**src/rtl/pio_pkg.sv**
```systemverilog
package pio_pkg;
  localparam int CNT_W = 5;

  typedef enum logic [1:0] {
    S_IDLE = 2'd0,
    S_ACT  = 2'd1,
    S_REC  = 2'd2
  } pio_state_e;
endpackage

```
**src/rtl/pio_timing_regs.sv**
```systemverilog
module pio_timing_regs #(
  parameter int NCH = 2,
  parameter int TW  = 8,
  parameter logic [TW-1:0] RST_TIMING = '0,
  localparam int CHW = (NCH > 1) ? $clog2(NCH) : 1
) (
  input  logic                   clk_i,
  input  logic                   rst_ni,
  input  logic                   we_i,
  input  logic [CHW-1:0]         chan_i,
  input  logic [TW-1:0]          data_i,
  output logic [NCH-1:0][TW-1:0] timing_o
);
  for (genvar g = 0; g < NCH; g++) begin : g_ch
    always_ff @(posedge clk_i or negedge rst_ni) begin
      if (!rst_ni)                         timing_o[g] <= RST_TIMING;
      else if (we_i && chan_i == CHW'(g))  timing_o[g] <= data_i;
    end
  end
endmodule

```
**src/rtl/pio_timing_decode.sv**
```systemverilog
module pio_timing_decode #(
  parameter int TW = 8,
  parameter int CW = pio_pkg::CNT_W
) (
  input  logic [TW-1:0] timing_i,
  input  logic          variant_i,
  input  logic          slow_bus_i,
  output logic [CW-1:0] act_o,
  output logic [CW-1:0] rec_o
);
  localparam logic [CW-1:0] DUAL_ACT_MAX = CW'(17);
  localparam logic [CW-1:0] DUAL_REC_MAX = CW'(15);
  localparam logic [CW-1:0] DUAL_REC_MIN = CW'(2);
  localparam logic [CW-1:0] SLOW_ACT_MAX = CW'(9);
  localparam logic [CW-1:0] SLOW_REC_MAX = CW'(15);
  localparam logic [CW-1:0] FAST_ACT_MAX = CW'(8);
  localparam logic [CW-1:0] FAST_REC_MAX = CW'(18);

  logic [CW-1:0] lo_w, hi_w, fld_w, dual_rec_w;

  always_comb begin
    lo_w       = CW'(timing_i[3:0]);
    hi_w       = CW'(timing_i[7:4]);
    fld_w      = CW'(timing_i[2:0]);   // bit 3 is a fixed marker in single mode
    dual_rec_w = DUAL_REC_MAX - hi_w;
    if (!variant_i) begin
      act_o = DUAL_ACT_MAX - lo_w;
      rec_o = (dual_rec_w < DUAL_REC_MIN) ? DUAL_REC_MIN : dual_rec_w;
    end else if (slow_bus_i) begin
      act_o = SLOW_ACT_MAX - fld_w;
      rec_o = SLOW_REC_MAX - hi_w;
    end else begin
      act_o = FAST_ACT_MAX - fld_w;
      rec_o = FAST_REC_MAX - hi_w;
    end
  end
endmodule

```
**src/rtl/pio_strobe_fsm.sv**
```systemverilog
module pio_strobe_fsm #(
  parameter int CHW = 1,
  parameter int CW  = pio_pkg::CNT_W
) (
  input  logic           clk_i,
  input  logic           rst_ni,
  input  logic           req_i,
  input  logic           we_i,
  input  logic [CHW-1:0] chan_i,
  input  logic [CW-1:0]  act_i,
  input  logic [CW-1:0]  rec_i,
  output logic           ready_o,
  output logic           done_o,
  output logic           strobe_o,
  output logic           wr_o,
  output logic [CHW-1:0] chan_o
);
  import pio_pkg::*;

  pio_state_e    state_q;
  logic [CW-1:0] cnt_q, rec_q;

  assign ready_o = (state_q == S_IDLE);

  always_ff @(posedge clk_i or negedge rst_ni) begin
    if (!rst_ni) begin
      state_q  <= S_IDLE;
      cnt_q    <= '0;
      rec_q    <= '0;
      done_o   <= 1'b0;
      strobe_o <= 1'b0;
      wr_o     <= 1'b0;
      chan_o   <= '0;
    end else begin
      done_o <= 1'b0;
      unique case (state_q)
        S_IDLE: if (req_i) begin
          state_q  <= S_ACT;
          cnt_q    <= act_i - CW'(1);
          rec_q    <= rec_i;
          strobe_o <= 1'b1;
          wr_o     <= we_i;
          chan_o   <= chan_i;
        end
        S_ACT: begin
          if (cnt_q == '0) begin
            strobe_o <= 1'b0;
            if (rec_q == '0) begin
              state_q <= S_IDLE;
              done_o  <= 1'b1;
            end else begin
              state_q <= S_REC;
              cnt_q   <= rec_q - CW'(1);
            end
          end else begin
            cnt_q <= cnt_q - CW'(1);
          end
        end
        S_REC: begin
          if (cnt_q == '0) begin
            state_q <= S_IDLE;
            done_o  <= 1'b1;
          end else begin
            cnt_q <= cnt_q - CW'(1);
          end
        end
        default: state_q <= S_IDLE;
      endcase
    end
  end

  p_idle_strobe_r1: assert property (@(posedge clk_i) disable iff (!rst_ni)
    ready_o |-> !strobe_o);
  p_accept_r6: assert property (@(posedge clk_i) disable iff (!rst_ni)
    (req_i && ready_o) |=> (strobe_o && !ready_o));
  p_done_pulse_r6: assert property (@(posedge clk_i) disable iff (!rst_ni)
    done_o |=> !done_o);
  p_done_ready_r6: assert property (@(posedge clk_i) disable iff (!rst_ni)
    done_o |-> (ready_o && !strobe_o));
  p_busy_hold_r8: assert property (@(posedge clk_i) disable iff (!rst_ni)
    (strobe_o && !ready_o && $past(strobe_o)) |-> ($stable(chan_o) && $stable(wr_o)));
endmodule

```
**src/rtl/pio_strobe_gen.sv**
```systemverilog
module pio_strobe_gen #(
  parameter int NCH = 2,
  parameter int TW  = 8,
  parameter int CW  = pio_pkg::CNT_W,
  localparam int CHW = (NCH > 1) ? $clog2(NCH) : 1
) (
  input  logic           clk_i,
  input  logic           rst_ni,
  input  logic           cfg_we_i,
  input  logic [CHW-1:0] cfg_chan_i,
  input  logic [TW-1:0]  cfg_timing_i,
  input  logic           variant_i,
  input  logic           slow_bus_i,
  input  logic           req_i,
  input  logic           we_i,
  input  logic [CHW-1:0] chan_i,
  output logic           ready_o,
  output logic           done_o,
  output logic [NCH-1:0] rd_n_o,
  output logic [NCH-1:0] wr_n_o
);
  logic [NCH-1:0][TW-1:0] tbl_w;
  logic [CHW-1:0]         eff_chan_w, cur_chan_w;
  logic [CW-1:0]          act_w, rec_w;
  logic                   strobe_w, cur_wr_w;

  // single-channel variant has only channel 0
  assign eff_chan_w = variant_i ? '0 : chan_i;

  pio_timing_regs #(.NCH(NCH), .TW(TW)) u_regs (
    .clk_i    (clk_i),
    .rst_ni   (rst_ni),
    .we_i     (cfg_we_i),
    .chan_i   (cfg_chan_i),
    .data_i   (cfg_timing_i),
    .timing_o (tbl_w)
  );

  pio_timing_decode #(.TW(TW), .CW(CW)) u_dec (
    .timing_i   (tbl_w[eff_chan_w]),
    .variant_i  (variant_i),
    .slow_bus_i (slow_bus_i),
    .act_o      (act_w),
    .rec_o      (rec_w)
  );

  pio_strobe_fsm #(.CHW(CHW), .CW(CW)) u_fsm (
    .clk_i    (clk_i),
    .rst_ni   (rst_ni),
    .req_i    (req_i),
    .we_i     (we_i),
    .chan_i   (eff_chan_w),
    .act_i    (act_w),
    .rec_i    (rec_w),
    .ready_o  (ready_o),
    .done_o   (done_o),
    .strobe_o (strobe_w),
    .wr_o     (cur_wr_w),
    .chan_o   (cur_chan_w)
  );

  for (genvar g = 0; g < NCH; g++) begin : g_out
    assign rd_n_o[g] = !(strobe_w && !cur_wr_w && cur_chan_w == CHW'(g));
    assign wr_n_o[g] = !(strobe_w &&  cur_wr_w && cur_chan_w == CHW'(g));
  end

  p_one_strobe_r11: assert property (@(posedge clk_i) disable iff (!rst_ni)
    $countones({~rd_n_o, ~wr_n_o}) <= 1);
  p_act_min_r2: assert property (@(posedge clk_i) disable iff (!rst_ni)
    act_w >= CW'(1));
  p_dual_rec_min_r3: assert property (@(posedge clk_i) disable iff (!rst_ni)
    !variant_i |-> rec_w >= CW'(2));
  p_idle_lines_r1: assert property (@(posedge clk_i) disable iff (!rst_ni)
    ready_o |-> (&rd_n_o && &wr_n_o));
endmodule

```
**config.mk**
```make
export PLATFORM = sky130hd
export DESIGN_NAME = pio_strobe_gen
export DESIGN_NICKNAME = d
export VERILOG_FILES = /design/src/rtl/pio_pkg.sv /design/src/rtl/pio_timing_regs.sv /design/src/rtl/pio_timing_decode.sv /design/src/rtl/pio_strobe_fsm.sv /design/src/rtl/pio_strobe_gen.sv
export SDC_FILE = /design/constraint.sdc
export NUM_CORES = 1
export LEC_CHECK = 0
export BUFFER_PORTS_ARGS = -buffer_cell sky130_fd_sc_hd__buf_4
export CAP_MARGIN = 20
export CORE_MARGIN = 2
export CORE_UTILIZATION = 55
export DETAILED_ROUTE_END_ITERATION = 8
export GPL_ROUTABILITY_DRIVEN = 1
export PLACE_DENSITY_LB_ADDON = 0.15
export RECOVER_POWER = 50
export SLEW_MARGIN = 20
export SYNTH_ARGS = -nofsm -noshare
export SYNTH_HDL_FRONTEND = slang
export SYNTH_SLANG_ARGS = --single-unit
```
**constraint.sdc**
```tcl
create_clock -name clk_i -period 2.7 [get_ports clk_i]
set_input_delay 0.135 -clock clk_i [delete_from_list [all_inputs] [get_ports clk_i]]
set_output_delay 0.135 -clock clk_i [all_outputs]
set_load 0.01 [all_outputs]
```
==> results.txt <==
For this run, the post-layout net count is 241. The repair_antennas step left the layout with diodes totalling 0. Dividing the synthesized area by the synthesized cell count gives approximately 10 sq um. The number of global-route vias before repair is 1,553. The die covers 0.00401 sq mm. Across the run, the number of max-cap violations was 1. The clock tree skew after final layout is 0.00538 ns. The number of levels in the clock H-tree is 2. Overall power consumption after layout is estimated at just over 2 mW. Port buffering added 22 buffers.

The ratio of final minimum period to clock period is 0.771. The simple-gate area share of the yosys netlist came out at 0.143. The weighted congestion at the end of routability-driven global placement came out at 0.857.

The number of DRC markers after the initial detailed-route iteration came out at 81. The endpoint arrival time on the critical path is 2.29 ns. In this run the power density over the cells is 918 mW/mm^2.

The checks that failed: capacitance limit, slew limit. The number of nets with antenna violations after routing came out at 0. The total clock buffers created by CTS is 5. The critical path is of the reg -> reg type.

The number of filler cells placed in the layout came out at 305. TritonCTS built the clock tree. The initial antenna violation count was 0.

The clock-pin slew on the worst setup and hold paths is roughly 0.1 ns. The first-pass GRT wire length is 6650 um. Of the cells placed in the final design, the portion with a size suffix greater than 1 is 0.249. Of the total power, registers draw 0.375. For this block, the routed nets add up to 3740 um of wire.

The proportion of synthesized area in mux cells is 0.154. The clock latency at the later pin of the worst-skew pair is about 0.32 ns. The remaining global-route overflow came out at 0. The total of cells resized after clock tree synthesis is 0. In this run the static leakage power is 0.998 nW.

For this run, the top clock speed supported by timing is 480 MHz. The post-route minimum period came out at 2.08 ns. The worst setup path is captured at a flip-flop. Setup repair after global routing left no endpoint under its margin. The aggregate negative setup slack came out at 0 ns. The combinational power share came out at 0.486. The cell area after synthesis came out at 0.00194 sq mm. The pre-antenna-repair detailed-routing pass consisted of 5 iterations. The total setup violations reported at the end of the flow is 0. The vias per cell came out at 5.55. The proportion of synthesized chip area in sequential cells is 0.413.

The cell count after placement is about 250. The number of hold buffers added after cts came out at 1. The required time at the worst-slack endpoint is 2.91 ns. The post-CTS setup buffer count is 0. In the final routed layout, each cell accounts on average for approximately 14 um.

Of the total synthesized cell area, the portion taken by full adders, half adders and majority gates is 0.0517. The final non-filler cell total came out at around 260. The DRC violation count after routing is 0.

The number of rows created at floorplan is 21. The worst IR drop on VDD is 0.455 mV. For this run, the number of Yosys warnings is 0. The flow ran to the end, but the final reports show violations. The clock share of power came out at 0.139. The growth of design area from synthesis to finish came out at 13.5%. In this run the power spent charging and discharging nets is 0.815 mW. From bottom edge to top edge, the die measures 63.3 um.

Clock tree synthesis selected as its root buffer the cell sky130_fd_sc_hd__clkbuf_4. The internal cell power came out at roughly 1.2 mW. The standard cell core area is roughly 0.0034 sq mm. The path class of the tightest hold or removal check is in -> reg. The dominant combinational cell family by area after synthesis is compound AO/OA/AOI/OAI gates. The count of different cell masters after synthesis came out at 44. Synthesis inferred 32 register bits. Of the total synthesized cell area, the portion taken by XOR and XNOR cells is 0.0362.

The maximum number of buffers from clock root to sink is 2. The relative max-transition margin came out at -0.126. The maximum number of pins on one net before global-route repair came out at 33. The gate count of the mapped netlist is 190. The number of hold violations in the final report is 0. The post-synthesis compound-gate area fraction is 0.159. The switching part of the total power is 0.404.

STA classifies the critical path startpoint as a flip-flop. Clock tree synthesis found a total of 32 sinks. The I/O pin count came out at 23. The routed layout has 1,459 vias. The library cells used most frequently in the layout, excluding fill and tap cells, are 32 x sky130_fd_sc_hd__dfrtp_1, 22 x sky130_fd_sc_hd__buf_4, 18 x sky130_fd_sc_hd__mux2_2.

The total global-route track usage came out at 0.210. The critical-path maximum fanout came out at 10. The transition at the pin with the smallest max-transition slack came out at 1.69 ns. Synthesis produced a netlist with a net count of 215. The library cell used most frequently in the layout, excluding fill and tap cells, is sky130_fd_sc_hd__dfrtp_1. The HPWL reported at the end of detailed placement is 2910 um.

The worst hold slack is approximately 0.05 ns. The final max-slew violation count came out at 33. The effective utilization at floorplan came out at 0.576. From left edge to right edge, the die measures about 63 um.
area by class of cell:
type | instances | area [sq um] | area share
tap | 46 | 57.6 | 0.0262
inverter | 13 | 48.8 | 0.0222
sequential | 32 | 801 | 0.364
timing repair buffer | 24 | 179 | 0.0814
multi-input combinational | 140 | 1050 | 0.479
clock buffer | 8 | 58.8 | 0.0268
per-stage QoR:
| stage | setup slack [ns] | utilization | instance area, sq um |
|---|---|---|---|
| finish | 0.618 | 0.654 | 2200 |
| global route | 0.409 | 0.654 | 2200 |
| CTS | 0.627 | 0.655 | 2200 |
| detailed placement | 0.638 | 0.634 | 2130 |
| global placement | 0.702 | 0.634 | 2130 |
| floorplan | 0.813 | - | 1940 |
cell usage after synthesis, drive strengths merged:
library cell	number	area, sq um
a2111oi	2	36.3
a211o	1	8.76
a211oi	1	7.51
a21boi	3	22.5
a21oi	11	55.1
a221o	1	10.0
a221oi	2	17.5
a22oi	1	7.51
a31o	1	8.76
a31oi	1	6.26
a32o	1	10.0
a41o	1	10.0
and2	1	6.26
and3b	2	18.8
buf	2	22.5
clkbuf	3	11.3
dfrtp	32	801
ha	8	100
inv	13	48.8
mux2	19	218
mux2i	8	80.1
nand2	16	60.1
nand2b	4	32.5
nand3	2	10.0
nand3b	2	15.0
nor2	12	45.0
nor2b	1	6.26
nor3	6	30.0
nor3b	2	15.0
nor4	1	6.26
nor4b	2	23.8
o211ai	1	12.5
o21ai	16	80.1
o22ai	1	6.26
o41ai	1	8.76
or3b	1	8.76
xnor2	6	52.6
xor2	2	17.5
final timing paths:
check	end	depth (start not counted)	start	slack, ns
max in group asynchronous	u_regs.timing_o[15]	2	rst_ni	0.94
min in group asynchronous	u_fsm.done_o	2	rst_ni	0.78
min reg2reg	u_regs.timing_o[14]	1	u_regs.timing_o[14]	0.51
max reg2reg	u_fsm.cnt_q[1]	6	u_fsm.rec_q[0]	0.62
max	u_fsm.cnt_q[1]	6	u_fsm.rec_q[0]	0.62
min	u_fsm.wr_o	2	we_i	0.05
power by group through the flow:
stage / Combinational [mW] / Clock, mW / Sequential, mW
global route: 1.11 / 0.315 / 0.778
CTS: 0.988 / 0.290 / 0.756
global placement: 0.959 / 0 / 0.753
detailed placement: 0.982 / 0 / 0.766
finish: 0.981 / 0.281 / 0.756
floorplan: 0.728 / 0 / 0.729
state kept, by name (all words and copies together) (netlist names):
register         count
u_fsm.chan_o         1
u_fsm.cnt_q          5
u_fsm.done_o         1
u_fsm.rec_q          5
u_fsm.state_q        2
u_fsm.strobe_o       1
u_fsm.wr_o           1
u_regs.timing_o     16
worst max-delay path: stages (launching register included):
cell,delay (ns)
sky130_fd_sc_hd__dfrtp_1,0.40
sky130_fd_sc_hd__inv_1,0.08
sky130_fd_sc_hd__ha_1,0.19
sky130_fd_sc_hd__nor4b_1,0.36
sky130_fd_sc_hd__a21oi_1,0.17
sky130_fd_sc_hd__o211ai_2,0.40
sky130_fd_sc_hd__mux2_2,0.38
cells by family (layout without fill, tap and decap cells):
kind of cell	count (synthesis)	count (layout)
XOR/XNOR	8	8
adder cells (fa/ha/maj)	8	8
AND/OR/NAND/NOR	52	52
flip-flops	32	32
multiplexers	27	27
buffers and inverters	18	45
AO/OA/AOI/OAI	45	45
per-layer routing:
| layer | vias up | track usage | share of wire |
|---|---|---|---|
| met4 | 0 | 0.0788 | 0.015 |
| met5 | - | 0 | 0 |
| met2 | 35 | 0.368 | 0.53 |
| met1 | 685 | 0.250 | 0.41 |
| li1 | 732 | - | - |
| met3 | 7 | 0.0482 | 0.042 |
Power figures use the tool's default switching activity.
